--- config.mk ---
export PLATFORM = sky130hd
export DESIGN_NAME = audio_slot_dma
export DESIGN_NICKNAME = d
export VERILOG_FILES = /design/src/rtl/audio_slot_dma_pkg.sv /design/src/rtl/rx_slot_packer.sv /design/src/rtl/tx_slot_packer.sv /design/src/rtl/audio_slot_dma.sv
export SDC_FILE = /design/constraint.sdc
export NUM_CORES = 1
export LEC_CHECK = 0
export ABC_AREA = 1
export BUFFER_PORTS_ARGS = -buffer_cell sky130_fd_sc_hd__buf_4
export CAP_MARGIN = 20
export CORE_MARGIN = 1
export CORE_UTILIZATION = 31
export DETAILED_ROUTE_END_ITERATION = 8
export PLACE_DENSITY = 0.53
export RECOVER_POWER = 50
export SLEW_MARGIN = 20
export SYNTH_ARGS = -nofsm -noshare
export SYNTH_HDL_FRONTEND = slang
export SYNTH_SLANG_ARGS = --single-unit
--- constraint.sdc ---
create_clock -name clk -period 3.2 [get_ports clk]
set_input_delay 0.96 -clock clk [delete_from_list [all_inputs] [get_ports clk]]
set_output_delay 0.96 -clock clk [all_outputs]
set_load 0.005 [all_outputs]
--- src/rtl/audio_slot_dma_pkg.sv ---
package audio_slot_dma_pkg;

    typedef enum logic [2:0] {
        RX_EMPTY  = 3'd0,
        RX_LEFT   = 3'd1,
        RX_GAP    = 3'd2,
        RX_RIGHT  = 3'd3,
        RX_PACKED = 3'd4
    } rx_state_t;

    typedef enum logic [1:0] {
        TX_EMPTY  = 2'd0,
        TX_GAP    = 2'd1,
        TX_NEED_R = 2'd2,
        TX_FULL   = 2'd3
    } tx_state_t;

endpackage

--- src/rtl/rx_slot_packer.sv ---
module rx_slot_packer
    import audio_slot_dma_pkg::*;
#(
    parameter int SLOT_W = 20,
    parameter int BUS_W  = 32
) (
    input  logic              clk,
    input  logic              rst_n,
    input  logic              dma_en,
    input  logic              size16,
    input  logic              mono,
    input  logic              frame_vld,
    input  logic [SLOT_W-1:0] slot3,
    input  logic [SLOT_W-1:0] slot4,
    input  logic              rd,
    output logic              dreq,
    output logic [BUS_W-1:0]  rdata,
    output logic              overrun
);
    localparam int PCM_W = BUS_W / 2;
    localparam int PAD_W = BUS_W - SLOT_W;

    rx_state_t        state_q, state_r, state_n;
    logic [BUS_W-1:0] word_l_q, word_l_n, word_r_q, word_r_n;
    logic             mono_q, mono_n;
    logic             ovr_q, ovr_n;
    logic             take;

    // Next-state logic: the bus read is applied first, the frame event second.
    always_comb begin
        take    = dreq && rd;
        state_r = state_q;
        if (take) begin
            unique case (state_q)
                RX_LEFT:             state_r = mono_q ? RX_EMPTY : RX_GAP;
                RX_RIGHT, RX_PACKED: state_r = RX_EMPTY;
                default:             state_r = state_q;
            endcase
        end else if (state_q == RX_GAP) begin
            state_r = RX_RIGHT;
        end

        state_n  = state_r;
        word_l_n = word_l_q;
        word_r_n = word_r_q;
        mono_n   = mono_q;
        ovr_n    = 1'b0;

        if (frame_vld) begin
            if (state_r == RX_EMPTY) begin
                mono_n = mono;
                if (size16) begin
                    word_l_n = {slot3[SLOT_W-1 -: PCM_W],
                                mono ? {PCM_W{1'b0}} : slot4[SLOT_W-1 -: PCM_W]};
                    word_r_n = '0;
                    state_n  = RX_PACKED;
                end else begin
                    word_l_n = {{PAD_W{1'b0}}, slot3};
                    word_r_n = mono ? '0 : {{PAD_W{1'b0}}, slot4};
                    state_n  = RX_LEFT;
                end
            end else begin
                ovr_n = 1'b1;
            end
        end
    end

    // State register
    always_ff @(posedge clk) begin
        if (!rst_n) begin
            state_q  <= RX_EMPTY;
            word_l_q <= '0;
            word_r_q <= '0;
            mono_q   <= 1'b0;
            ovr_q    <= 1'b0;
        end else begin
            state_q  <= state_n;
            word_l_q <= word_l_n;
            word_r_q <= word_r_n;
            mono_q   <= mono_n;
            ovr_q    <= ovr_n;
        end
    end

    // Outputs
    always_comb begin
        dreq    = 1'b0;
        rdata   = '0;
        overrun = ovr_q;
        unique case (state_q)
            RX_LEFT, RX_PACKED: begin
                dreq  = dma_en;
                rdata = dma_en ? word_l_q : '0;
            end
            RX_RIGHT: begin
                dreq  = dma_en;
                rdata = dma_en ? word_r_q : '0;
            end
            default: begin
                dreq  = 1'b0;
                rdata = '0;
            end
        endcase
    end

    AST_RX_REQ_FALLS: assert property (@(posedge clk) disable iff (!rst_n)
        (dreq && rd && !frame_vld) |=> !dreq);

    AST_RX_REQ_HELD: assert property (@(posedge clk) disable iff (!rst_n)
        (dreq && !rd && dma_en) |=> (dreq || !dma_en));

    AST_RX_HOLD_OFF: assert property (@(posedge clk) disable iff (!rst_n)
        (!dma_en && !frame_vld && state_q != RX_GAP) |=> $stable(state_q));

    AST_RX_OVR_KEEPS: assert property (@(posedge clk) disable iff (!rst_n)
        overrun |-> ($stable(word_l_q) && $stable(word_r_q)));

    AST_RX_WIDE_PAD: assert property (@(posedge clk) disable iff (!rst_n)
        (dreq && state_q != RX_PACKED) |-> (rdata[BUS_W-1:SLOT_W] == '0));

endmodule

--- src/rtl/tx_slot_packer.sv ---
module tx_slot_packer
    import audio_slot_dma_pkg::*;
#(
    parameter int SLOT_W = 20,
    parameter int BUS_W  = 32
) (
    input  logic              clk,
    input  logic              rst_n,
    input  logic              dma_en,
    input  logic              size16,
    input  logic              mono,
    input  logic              wr,
    input  logic [BUS_W-1:0]  wdata,
    input  logic              frame_req,
    output logic              dreq,
    output logic [SLOT_W-1:0] slot3,
    output logic [SLOT_W-1:0] slot4,
    output logic              underrun
);
    localparam int PCM_W = BUS_W / 2;
    localparam int LOW_W = SLOT_W - PCM_W;

    tx_state_t         state_q, state_w, state_n;
    logic [SLOT_W-1:0] b3_q, b3_w, b4_q, b4_w;
    logic [SLOT_W-1:0] s3_q, s3_n, s4_q, s4_n;
    logic              und_q, und_n;
    logic              take;

    // Next-state logic: the bus write is applied first, the frame request second.
    always_comb begin
        take    = dreq && wr;
        state_w = state_q;
        b3_w    = b3_q;
        b4_w    = b4_q;
        unique case (state_q)
            TX_EMPTY: begin
                if (take) begin
                    if (size16) begin
                        b3_w    = {wdata[BUS_W-1 -: PCM_W], {LOW_W{1'b0}}};
                        b4_w    = mono ? '0 : {wdata[PCM_W-1:0], {LOW_W{1'b0}}};
                        state_w = TX_FULL;
                    end else begin
                        b3_w    = wdata[SLOT_W-1:0];
                        b4_w    = '0;
                        state_w = mono ? TX_FULL : TX_GAP;
                    end
                end
            end
            TX_GAP: state_w = TX_NEED_R;
            TX_NEED_R: begin
                if (take) begin
                    b4_w    = wdata[SLOT_W-1:0];
                    state_w = TX_FULL;
                end
            end
            default: state_w = state_q;
        endcase

        state_n = state_w;
        s3_n    = s3_q;
        s4_n    = s4_q;
        und_n   = 1'b0;
        if (frame_req) begin
            state_n = TX_EMPTY;
            if (state_w == TX_FULL) begin
                s3_n = b3_w;
                s4_n = b4_w;
            end else begin
                s3_n  = '0;
                s4_n  = '0;
                und_n = 1'b1;
            end
        end
    end

    // State register
    always_ff @(posedge clk) begin
        if (!rst_n) begin
            state_q <= TX_EMPTY;
            b3_q    <= '0;
            b4_q    <= '0;
            s3_q    <= '0;
            s4_q    <= '0;
            und_q   <= 1'b0;
        end else begin
            state_q <= state_n;
            b3_q    <= b3_w;
            b4_q    <= b4_w;
            s3_q    <= s3_n;
            s4_q    <= s4_n;
            und_q   <= und_n;
        end
    end

    // Outputs
    always_comb begin
        slot3    = s3_q;
        slot4    = s4_q;
        underrun = und_q;
        unique case (state_q)
            TX_EMPTY, TX_NEED_R: dreq = dma_en;
            default:             dreq = 1'b0;
        endcase
    end

    AST_TX_REQ_FALLS: assert property (@(posedge clk) disable iff (!rst_n)
        (dreq && wr && !frame_req) |=> !dreq);

    AST_TX_UNDER_ZERO: assert property (@(posedge clk) disable iff (!rst_n)
        underrun |-> (slot3 == '0 && slot4 == '0));

    AST_TX_SLOTS_HOLD: assert property (@(posedge clk) disable iff (!rst_n)
        !frame_req |=> ($stable(slot3) && $stable(slot4)));

    AST_TX_HOLD_OFF: assert property (@(posedge clk) disable iff (!rst_n)
        (!dma_en && !frame_req && state_q != TX_GAP) |=> $stable(state_q));

endmodule

--- src/rtl/audio_slot_dma.sv ---
module audio_slot_dma #(
    parameter int SLOT_W = 20,
    parameter int BUS_W  = 32
) (
    input  logic              clk,
    input  logic              rst_n,
    input  logic              rx_dma_en,
    input  logic              rx_size16,
    input  logic              rx_mono,
    input  logic              tx_dma_en,
    input  logic              tx_size16,
    input  logic              tx_mono,
    input  logic              rx_frame_vld,
    input  logic [SLOT_W-1:0] rx_slot3,
    input  logic [SLOT_W-1:0] rx_slot4,
    output logic              rx_dreq,
    input  logic              rx_rd,
    output logic [BUS_W-1:0]  rx_rdata,
    output logic              rx_overrun,
    output logic              tx_dreq,
    input  logic              tx_wr,
    input  logic [BUS_W-1:0]  tx_wdata,
    input  logic              tx_frame_req,
    output logic [SLOT_W-1:0] tx_slot3,
    output logic [SLOT_W-1:0] tx_slot4,
    output logic              tx_underrun
);

    rx_slot_packer #(.SLOT_W(SLOT_W), .BUS_W(BUS_W)) u_rx (
        .clk       (clk),
        .rst_n     (rst_n),
        .dma_en    (rx_dma_en),
        .size16    (rx_size16),
        .mono      (rx_mono),
        .frame_vld (rx_frame_vld),
        .slot3     (rx_slot3),
        .slot4     (rx_slot4),
        .rd        (rx_rd),
        .dreq      (rx_dreq),
        .rdata     (rx_rdata),
        .overrun   (rx_overrun)
    );

    tx_slot_packer #(.SLOT_W(SLOT_W), .BUS_W(BUS_W)) u_tx (
        .clk       (clk),
        .rst_n     (rst_n),
        .dma_en    (tx_dma_en),
        .size16    (tx_size16),
        .mono      (tx_mono),
        .wr        (tx_wr),
        .wdata     (tx_wdata),
        .frame_req (tx_frame_req),
        .dreq      (tx_dreq),
        .slot3     (tx_slot3),
        .slot4     (tx_slot4),
        .underrun  (tx_underrun)
    );

    AST_RX_OVR_PULSE: assert property (@(posedge clk) disable iff (!rst_n)
        (rx_overrun && !rx_frame_vld) |=> !rx_overrun);

    AST_TX_UND_PULSE: assert property (@(posedge clk) disable iff (!rst_n)
        (tx_underrun && !tx_frame_req) |=> !tx_underrun);

endmodule

==> flow_summary.json <==
{
  "p_leak_nw": 3.65,
  "net-switching-power_mw": 1.35,
  "slew_headroom_pct": 21.2,
  "netSwitchingFraction_pct": 27.9,
  "antenna_cells_inserted": 0,
  "first_pass_grt_wire_length_um": 32300,
  "total_grt_overflow": 0,
  "critPathRequiredTime_ns": 2.24,
  "core-area_mm2": 0.0213,
  "grt_setup_unrepaired": "false",
  "syn_nets": 1068,
  "route.detailed.wl_per_inst_um": 15.1,
  "synth_cell_type_count": 33,
  "max_cap_violations": 0,
  "met3WireLength_um": 1290,
  "p_int_mw": 3.48,
  "postSynthRegisterBits": 140,
  "timing.fmax_mhz": 333,
  "floorplan.die_area_mm2": 0.0225,
  "pwr-share-clk_pct": 45.9,
  "cp-end-kind": "output port",
  "clock_insertion_delay_worst_skew_ns": 0.42,
  "clk_sinks": 140,
  "synthesis.instances": 981,
  "cts_resized": 0,
  "area_growth_syn_to_layout_pct": 26.0,
  "drc": 0,
  "initial_utilization_pct": 31.9,
  "timing.final.crit_period_ns": 3.00,
  "tritoncts_clock_tree": "built",
  "critical_path.startpoint_type": "register",
  "die-width_um": 150,
  "final_common_cell": "nand2_1",
  "number_of_global_route_vias_before_repair": 6006,
  "worst_slew_pin_slew_ns": 1.18,
  "combinationalPowerShare_pct": 15.3,
  "timing.critical_path.to": "rx_rdata[6]",
  "reg2reg_slack_ns": 0.42,
  "met2RoutedLength_um": 9590,
  "number_of_nets_with_antenna_violations_after_detailed_routing": 0,
  "boundaryPins": 160,
  "cts_hold_buffers": 0,
  "top_signal_layer_used": "met4",
  "first_iter_violations": 424,
  "crit_path_max_fanout": 12,
  "pwr-share-seq_pct": 38.8,
  "grt_antenna_before_repair": 0,
  "gpl.final_weighted_congestion": 0.840,
  "dp_hpwl_um": 14300,
  "hold_class": "reg2reg",
  "design.final.nets": 1189,
  "setup-violations-final": 0,
  "clock_tree.root_cell": "clkbuf_16",
  "most_used_cells_in_the_layout_excluding_fill_and_tap_cells": "nand2_1, dfxtp_1, buf_4",
  "h-tree-depth": 4,
  "ir_drop_mv": 0.350,
  "m1WireLength_um": 9840,
  "grt_max_degree": 97,
  "die_height_um": 150,
  "grt_use_total_pct": 18.6,
  "mappedNetlistArea_mm2": 0.00680,
  "final.setup_skew_ns": 0.0105,
  "drive_gt1_share_pct": 19.8,
  "r2r-start": "u_rx.state_q[2]",
  "final_hold_viol_count": 0,
  "finish.utilization_pct": 40.3,
  "postCtsSetupBuffers": 0,
  "critical_path.reg2reg.endpoint": "u_rx.word_l_q[14]",
  "wirelength_um": 20900,
  "yosysWarnings": 0,
  "part_of_the_cycle_the_worst_path_needs_pct": 93.8,
  "timing.critical_path.arrival_ns": 2.04,
  "cts_inserted_buffers": 17,
  "criticalPathCategory": "reg2out",
  "placement_rows": 53,
  "power.density_mw_per_mm2": 563,
  "placement.io_buffers": 159,
  "number_of_buffers_between_clock_root_and_the_deepest_sink": 2,
  "synthesis.area_per_instance_um2": 6.93,
  "critPathLaunch": "u_rx.state_q[2]",
  "path_clk_slew_ns": 0.06,
  "r2r_cells": 9,
  "p_total_mw": 4.83,
  "slew_violations": 0,
  "tns_ns": 0,
  "detailedRoute.firstPassIterationCount": 5,
  "post-place-ws_ns": 0.290,
  "synth-seq-area-share_pct": 41.2,
  "final_critical_path_setup_slack_ns": 0.197,
  "routed_via_density": 4.75,
  "num_vias": 6609,
  "outcome": "complete, no violations"
}
sequential cells by signal, summed over array words and instances (netlist names):
register,flops
u_tx.b4_q,20
u_rx.overrun,1
u_rx.word_r_q,20
u_rx.mono_q,1
u_tx.state_q,2
u_tx.slot3,20
u_tx.slot4,20
u_rx.word_l_q,32
u_tx.b3_q,20
u_rx.state_q,3
u_tx.underrun,1
Yosys cell counts, drive strengths merged:
cell	count	share of area [%]
o31ai	4	0.44
dfxtp	140	41
clkbuf	35	1.9
o21ai	84	7.8
nand4	56	5.2
nand3	12	1.4
nor2	102	6.0
o21bai	1	0.11
buf	36	4.4
inv	93	5.1
o22a	4	0.52
clkinv	1	0.055
a21boi	1	0.11
a21oi	76	5.6
nor3	1	0.24
o211ai	13	1.4
and2	1	0.092
ha	3	0.55
nand2	318	18
power groups by stage:
stage	logic (mW)	clock network, mW	registers [mW]
after floorplan	0.554	0	1.90
after global placement	0.748	0	1.91
after detailed placement	0.747	0	1.91
after CTS	0.752	2.25	1.87
after global routing	0.817	2.34	1.88
final	0.740	2.21	1.87
final cells by class:
| cell class | instances | area (um^2) |
|---|---|---|
| repair buffers | 173 | 1270 |
| inverters | 94 | 353 |
| clock inverters | 13 | 213 |
| well taps | 275 | 344 |
| fillers | 2346 | 12700 |
| clock buffers | 19 | 443 |
| multi-input cells | 676 | 3140 |
| flip-flops and latches | 140 | 2800 |
worst min-delay path by stage:
stage / start / end / slack (ns) / cells after the start
floorplan: u_rx.word_l_q[0] / u_rx.word_l_q[0] / 0.44 / 2
global placement: u_tx.slot4[0] / u_tx.slot4[0] / 0.44 / 2
detailed placement: u_tx.slot3[11] / u_tx.slot3[11] / 0.45 / 2
CTS: u_rx.word_r_q[10] / u_rx.word_r_q[10] / 0.46 / 2
global route: u_rx.word_r_q[18] / u_rx.word_r_q[18] / 0.47 / 2
finish: u_tx.slot3[4] / u_tx.slot3[4] / 0.46 / 2
metal layers:
metal / GRT usage [%] / vias up
met5: 0 / -
met4: 4.80 / 0
met3: 4.12 / 19
met2: 28.9 / 201
met1: 25.9 / 3004
li1: - / 3385
critical path, cell delays in order, from the launching register on:
cell and delay, ns:
dfxtp_1 0.38, inv_1 0.11, nand3_1 0.09, inv_1 0.38, buf_4 0.26, nand2_1 0.06, a21oi_1 0.19, buf_4 0.15
cells by family (layout without fill, tap and decap cells):
group	count (synthesis)	after routing	synth area share [%]
flip-flops	140	140	41.2
AO/OA/AOI/OAI	183	183	16.0
AND/OR/NAND/NOR	490	490	30.6
adder cells (fa/ha/maj)	3	3	0.552
buffers and inverters	165	299	11.6
through the flow:
stage | hold slack (ns) | cells | instance area [um^2]
6_report | 0.456 | 1390 | 8570
5_1_grt | 0.470 | 1390 | 8570
4_1_cts | 0.462 | 1390 | 8690
3_5_place_dp | 0.447 | 1358 | 8040
3_3_place_gp | 0.444 | 1358 | 8040
2_1_floorplan | 0.439 | 981 | 6800
(Power assumes the default switching activity.)
